--- config.mk ---
export PLATFORM = sky130hd
export DESIGN_NAME = wt_regfile
export DESIGN_NICKNAME = d
export VERILOG_FILES = /design/src/rtl/rf_pkg.sv /design/src/rtl/rf_wr_decode.sv /design/src/rtl/rf_storage.sv /design/src/rtl/rf_read_port.sv /design/src/rtl/wt_regfile.sv
export SDC_FILE = /design/constraint.sdc
export NUM_CORES = 2
export LEC_CHECK = 0
export BUFFER_PORTS_ARGS = -buffer_cell sky130_fd_sc_hd__buf_4
export CORE_ASPECT_RATIO = 0.5
export CORE_MARGIN = 2
export CORE_UTILIZATION = 55
export DETAILED_ROUTE_END_ITERATION = 10
export GPL_TIMING_DRIVEN = 0
export PLACE_DENSITY = 0.83
export SLEW_MARGIN = 10
export SYNTH_ARGS = -nofsm -noshare
export SYNTH_HDL_FRONTEND = slang
export SYNTH_SLANG_ARGS = --single-unit
--- constraint.sdc ---
create_clock -name clk -period 2.05 [get_ports clk]
set_clock_uncertainty 0.2 [all_clocks]
set_input_delay 0.205 -clock clk [delete_from_list [all_inputs] [get_ports clk]]
set_output_delay 0.205 -clock clk [all_outputs]
set_load 0.05 [all_outputs]
--- src/rtl/rf_pkg.sv ---
package rf_pkg;
  localparam int RF_WORDS_DEF = 32;
  localparam int RF_WIDTH_DEF = 32;

  function automatic int addr_bits(input int words);
    return (words > 1) ? $clog2(words) : 1;
  endfunction
endpackage

--- src/rtl/rf_wr_decode.sv ---
module rf_wr_decode #(
  parameter int NUM_REGS = rf_pkg::RF_WORDS_DEF,
  localparam int ADDR_W  = rf_pkg::addr_bits(NUM_REGS)
) (
  input  logic              wr_en,
  input  logic [ADDR_W-1:0] wr_addr,
  output logic [NUM_REGS-1:1] wr_sel
);
  // one enable per writable word; word 0 has no slot
  for (genvar i = 1; i < NUM_REGS; i++) begin : g_sel
    assign wr_sel[i] = wr_en && (wr_addr == ADDR_W'(i));
  end
endmodule

--- src/rtl/rf_storage.sv ---
module rf_storage #(
  parameter int NUM_REGS = rf_pkg::RF_WORDS_DEF,
  parameter int DATA_W   = rf_pkg::RF_WIDTH_DEF
) (
  input  logic                             clk,
  input  logic                             rst_n,
  input  logic [NUM_REGS-1:1]              wr_sel,
  input  logic [DATA_W-1:0]                wr_data,
  output logic [NUM_REGS-1:0][DATA_W-1:0]  regs_q
);
  assign regs_q[0] = '0;

  for (genvar i = 1; i < NUM_REGS; i++) begin : g_word
    logic [DATA_W-1:0] word_d;

    always_comb begin
      word_d = regs_q[i];
      if (wr_sel[i]) word_d = wr_data;
    end

    always_ff @(posedge clk or negedge rst_n) begin
      if (!rst_n) regs_q[i] <= '0;
      else        regs_q[i] <= word_d;
    end
  end
endmodule

--- src/rtl/rf_read_port.sv ---
module rf_read_port #(
  parameter int NUM_REGS = rf_pkg::RF_WORDS_DEF,
  parameter int DATA_W   = rf_pkg::RF_WIDTH_DEF,
  localparam int ADDR_W  = rf_pkg::addr_bits(NUM_REGS)
) (
  input  logic [NUM_REGS-1:0][DATA_W-1:0] regs_q,
  input  logic                            wr_en,
  input  logic [ADDR_W-1:0]               wr_addr,
  input  logic [DATA_W-1:0]               wr_data,
  input  logic [ADDR_W-1:0]               rd_addr,
  output logic [DATA_W-1:0]               rd_data
);
  logic hit_wr;
  logic in_range;

  assign hit_wr   = wr_en && (wr_addr == rd_addr) && (rd_addr != '0);
  assign in_range = (32'(rd_addr) < NUM_REGS);

  always_comb begin
    if (rd_addr == '0 || !in_range) rd_data = '0;
    else if (hit_wr)                rd_data = wr_data;
    else                            rd_data = regs_q[rd_addr];
  end
endmodule

--- src/rtl/wt_regfile.sv ---
module wt_regfile #(
  parameter int NUM_REGS = rf_pkg::RF_WORDS_DEF,
  parameter int DATA_W   = rf_pkg::RF_WIDTH_DEF,
  localparam int ADDR_W  = rf_pkg::addr_bits(NUM_REGS)
) (
  input  logic              clk,
  input  logic              rst_n,
  input  logic              wr_en,
  input  logic [ADDR_W-1:0] wr_addr,
  input  logic [DATA_W-1:0] wr_data,
  input  logic [ADDR_W-1:0] rd_addr_a,
  output logic [DATA_W-1:0] rd_data_a,
  input  logic [ADDR_W-1:0] rd_addr_b,
  output logic [DATA_W-1:0] rd_data_b
);
  localparam int NUM_RD = 2;

  logic [NUM_REGS-1:1]             wr_sel;
  logic [NUM_REGS-1:0][DATA_W-1:0] regs_q;
  logic [NUM_RD-1:0][ADDR_W-1:0]   rd_addr_v;
  logic [NUM_RD-1:0][DATA_W-1:0]   rd_data_v;

  rf_wr_decode #(.NUM_REGS(NUM_REGS)) u_dec (
    .wr_en  (wr_en),
    .wr_addr(wr_addr),
    .wr_sel (wr_sel)
  );

  rf_storage #(.NUM_REGS(NUM_REGS), .DATA_W(DATA_W)) u_store (
    .clk    (clk),
    .rst_n  (rst_n),
    .wr_sel (wr_sel),
    .wr_data(wr_data),
    .regs_q (regs_q)
  );

  assign rd_addr_v[0] = rd_addr_a;
  assign rd_addr_v[1] = rd_addr_b;

  for (genvar p = 0; p < NUM_RD; p++) begin : g_rd
    rf_read_port #(.NUM_REGS(NUM_REGS), .DATA_W(DATA_W)) u_port (
      .regs_q (regs_q),
      .wr_en  (wr_en),
      .wr_addr(wr_addr),
      .wr_data(wr_data),
      .rd_addr(rd_addr_v[p]),
      .rd_data(rd_data_v[p])
    );
  end

  assign rd_data_a = rd_data_v[0];
  assign rd_data_b = rd_data_v[1];
endmodule

Word level (Yosys, flattened, before mapping)
Index checks and enable logic that the tools add are counted.
W data, S select, Z words.
{"block": "word_totals", "in_bits": 50, "reg_bits": 992, "latchBits": 0, "mem_count": 0, "mem_bits_ro": 0, "out_inout_bits": 64, "ram_bits": 0}
{"block": "op_classes", "n_div": 0, "n_addsub": 0, "bitwise_logic": 0, "muxes": 8, "n_reduce_logical": 39, "order_cmp": 2, "n_shift": 0, "n_mul": 0, "n_eq_ne": 33}
{"cell": "$bmux W32 S5", "count": 2}
{"cell": "$mux W32", "count": 6}
{"cell": "$eq A5 B5 Y1 const B", "count": 16}
{"cell": "$eq A5 B4 Y1 const B", "count": 8}
{"cell": "$logic_and A1 B1 Y1", "count": 35}
{"cell": "$eq A5 B3 Y1 const B", "count": 4}
{"cell": "$lt A5 B6 Y1 const B", "count": 2}
{"cell": "$eq A5 B2 Y1 const B", "count": 2}
{"cell": "$eq A5 B5 Y1", "count": 2}
{"cell": "$logic_not A5 Y1", "count": 2}
{"cell": "$reduce_bool A5 Y1", "count": 2}
{"cell": "$eq A5 B1 Y1 const B", "count": 1}

Longest topological paths before layout
{"block": "logic_depth", "word_depth": 5, "mapped_depth": 9, "mapped_depth_nobuf": 5}

Hierarchy
Synthesis repeated with hierarchy kept, for this count alone.
{"block": "hier_totals", "cells_unflattened": 4027, "hier_area_um2": 57985.6}
{"module": "rf_storage", "n_inst": 1, "area_each_um2": 39451.6, "cells_per_inst": 2237, "seq_area_each_um2": 24823.8}
{"module": "rf_read_port", "n_inst": 2, "area_each_um2": 9153.8, "cells_per_inst": 872, "seq_area_each_um2": 0.0}
{"module": "rf_wr_decode", "n_inst": 1, "area_each_um2": 226.5, "cells_per_inst": 46, "seq_area_each_um2": 0.0}

Worst setup path before layout
No wires, ideal clock.
{"block": "synth_timing", "kind": "input -> output", "startpoint": "input rd_addr_b[0]", "endpoint": "output rd_data_b[15]", "t_arrival_ns": 2.411, "stages": 7, "path_slack_ns": -0.766, "path_cell_list": "buf_2 nor2b_1 nor2b_1 clkbuf_1 a2111oi_0 a211o_1 o21ai_0"}
{"block": "synth_via", "elab_chain_len": 5}
{"element": "start, declared", "line_no": "wt_regfile.sv:13", "rtl": "input logic [ADDR_W-1:0] rd_addr_b,"}
{"element": "branches (longest 4 deep; another with $bmux W32 S5)"}
{"element": "$mux W32 *", "line_no": "rf_read_port.sv:20", "rtl": "if (rd_addr == '0 || !in_range) rd_data = '0;"}
{"element": "end, declared", "line_no": "wt_regfile.sv:14", "rtl": "output logic [DATA_W-1:0] rd_data_b"}
Mark *: on every way between the ends. The select of a mux whose other input is x is not followed.

Worst setup path after layout
{"block": "layout_timing", "startpoint": "input rd_addr_b[0]", "endpoint": "output rd_data_b[28]"}
The elaborated chain is that of the path after synthesis.

==> reports/qor.yml <==
outcome: "finished, violations left"
violations: "hold timing, setup timing"
rsz0062_at_grt: "true"
overflow: 0
largest_reg_flops: 992
critPathArrivalTime_ps: 2720
rows: 81
synthAdderAreaFrac_pct: 0
cts_tree: "built"
hold_viol: 245
syn_area_sq_mm: 0.05459
netlist_instances: 4184
clockPowerShare_pct: 30.6
synth_top_family_by_area: "multiplexers"
hpwl_um: 151100
highest-signal-layer: "met5"
p_sw_share_pct: 31.61
floorplan.core_area_sq_mm: 0.09800
clockBufferDepth: 3
drtIter0Drc: 6970
num_vias: 43627
drv_cap: 0
clkTransAtPathRegs_ps: 60
powerDensity_mw_per_mm2: 944.9
die_w_um: 449.5
grt_usage_pct: 40.74
postSynthAreaPerCell_sq_um: 13.05
dpl_cell_area_sq_mm: 0.05807
fin_area_sq_mm: 0.06495
synth_simple_gate_area_share_pct: 3.601
crit_required_ps: 1640
fin_crit_ps: 3122
crit_type: "input port to output pin"
regMostFlops: "u_store.regs_q"
grt_pass1_wl_um: 298900
post-route-util_pct: 66.27
synthMuxAreaShare_pct: 39.71
grt_start_max_net_pins: 170
startpoint_type: "input port"
switchingPower_w: 0.01940
dieArea_sq_mm: 0.1019
chipHeight_um: 226.8
worst_pin_slew_ps: 1387
setup_viol: 284
finalWirelength_um: 213500
min_path_type: "input port to asynchronous set/reset pin"
synth_edf_count: 0
synth-compound-area-share_pct: 7.252
yosys_warnings: 0
synthArstFlopShare_pct: 100.0
worst_hold_slack_ps: -766.8
max-slew-margin-rel_pct: 7.509
synthFlopType: "dfrtp_1"
start_util_pct: 55.70
yosysTopAreaCell: "dfrtp_1"
grt_pass1_vias: 43527
fin_ws_ps: -1072
ys_types: 48
antenna_found_initial: 3
fin_nets: 4550
yosys_register_bits: 992
drtPass1Iterations: 8
pwr-share-seq_pct: 43.4
ant_nets: 0
cts-root-buf: "clkbuf_16"
p_int_w: 0.04197
yosysMostFrequentCell: "mux2_2"
syn-num-nets: 4234
synthTopCellsByCount: "mux2_2, dfrtp_1, mux2i_1, a22oi_1, clkbuf_1"
cts_max_level: 3
area_delta_synth_final_pct: 18.99
wl_met2_um: 90300
drv_slew: 0
cp_max_fo: 10
synthTopCellsByArea: "dfrtp_1, mux2_2, mux2i_1"
post_drt_wl_per_cell_um: 36.18
synth_xor_area_share_pct: 0.1605
cts_sinks: 992
dp_slack_ps: -1878
drc: 0
final.period_utilization_pct: 152.3
gp_congestion: 1.040
seq_area_frac_synth_pct: 45.48
portBuffers: 106
cts_inserted_buffers: 91
clk_latency_ps: 720
p_comb_share_pct: 25.9
synth_top_area_share_pct: 45.48
power_leakage_nw: 29.37
m1WireLength_um: 76100
io_pins: 114
vdd_drop_max_uv: 710.2
viasPerCell: 7.392
top_regs: "u_store.regs_q x992"
layout-drive-gt1-share_pct: 45.49
met3_length_um: 28580
cp-end-kind: "output pin"
max_freq_mhz: 320.3
final timing paths:
check | end | depth (start not counted) | slack (ps) | start
min reg2reg | u_store.regs_q[210]$_DFFE_PN0P_ | 1 | 330 | u_store.regs_q[210]$_DFFE_PN0P_
max in group asynchronous | u_store.regs_q[192]$_DFFE_PN0P_ | 3 | 350 | rst_n
max | rd_data_b[28] | 9 | -1070 | rd_addr_b[0]
min | u_store.regs_q[137]$_DFFE_PN0P_ | 1 | -770 | rst_n
max reg2reg | u_store.regs_q[911]$_DFFE_PN0P_ | 3 | 780 | u_store.regs_q[911]$_DFFE_PN0P_
min in group clk | u_store.regs_q[322]$_DFFE_PN0P_ | 3 | 40 | wr_data[2]
layout by cell type, fill, tap and decap left out, types with 10 or more instances in the layout:
cell type	synthesis	final
nand2_1	45	40
clkbuf_8	0	24
nor2b_1	69	29
mux2i_1	632	627
buf_4	38	161
nor3_4	0	32
a221oi_2	0	24
buf_6	12	83
nand3_1	101	99
nor2_1	30	26
mux2_4	0	18
nor2b_4	0	31
clkinv_2	0	10
clkbuf_4	0	37
a32o_2	0	14
a21oi_1	38	26
buf_2	132	67
mux4_2	147	147
buf_8	0	44
clkbuf_2	0	48
a221oi_4	0	17
o221a_4	0	31
dlygate4sd3_1	0	34
nand4_1	33	33
mux2_1	25	25
bufinv_16	0	12
o22ai_1	31	23
dfrtp_1	992	992
a21oi_2	0	12
clkbuf_1	212	144
clkbuf_16	0	96
nor3_2	0	13
a22oi_1	275	271
buf_12	0	20
buf_1	53	39
mux2_2	1044	1026
repair_timing:
action                     in CTS  in global routing
hold buffers                   32                  2
pin swaps                      81                 57
hold endpoints to repair      300                151
resized for setup             496                218
buffers inserted               56                 21
cloned                          2                  1
setup endpoints to repair     291                 83
metal layers:
metal	vias up	global-route usage, %
met5	-	0.1420
met4	10	28.60
met3	990	15.35
met2	3612	59.65
met1	22462	49.99
li1	16553	-
logic make-up after synthesis:
kind of cell	Yosys count
mux	1848
compound gates	519
simple gates	368
buf+inv	447
flops	992
xor+xnor	10
worst max-delay path: stages:
cell and delay [ps]:
buf_12 120, buf_12 180, buf_12 210, nor2b_1 780, a22oi_1 290, o21ai_0 250, o311ai_4 180, a22o_4 310
buf_6 160
cell type report:
cell class,instances,area [sq um]
well taps,1328,1662
diodes,2,5.005
clock buffers,137,2684
clock inverters,28,479.2
flip-flops and latches,992,24820
multi-input cells,2745,29890
plain buffers,444,3062
fillers,6678,33050
repair buffers,226,2341
through the flow:
stage	setup TNS (ps)	std cells	power, W	hold slack (ps)
after floorplan	-3459	4184	0.03566	-290.6
after global placement	-	5618	0.03933	284.4
after detailed placement	-812850	5624	0.04026	59.39
after CTS	-46160	5876	0.05992	-686.5
after global routing	-47430	5900	0.06286	-678.8
final	-57290	5902	0.06137	-766.8
power by group through the flow:
| stage | sequential (W) | clock (W) | combinational, W |
|---|---|---|---|
| final | 0.0267 | 0.0188 | 0.0159 |
| after CTS | 0.0263 | 0.0186 | 0.0150 |
| after detailed placement | 0.0267 | 0 | 0.0136 |
| after floorplan | 0.0256 | 0 | 0.0100 |
| after global routing | 0.0269 | 0.0194 | 0.0165 |
| after global placement | 0.0263 | 0 | 0.0131 |
Power figures use the tool's default switching activity.
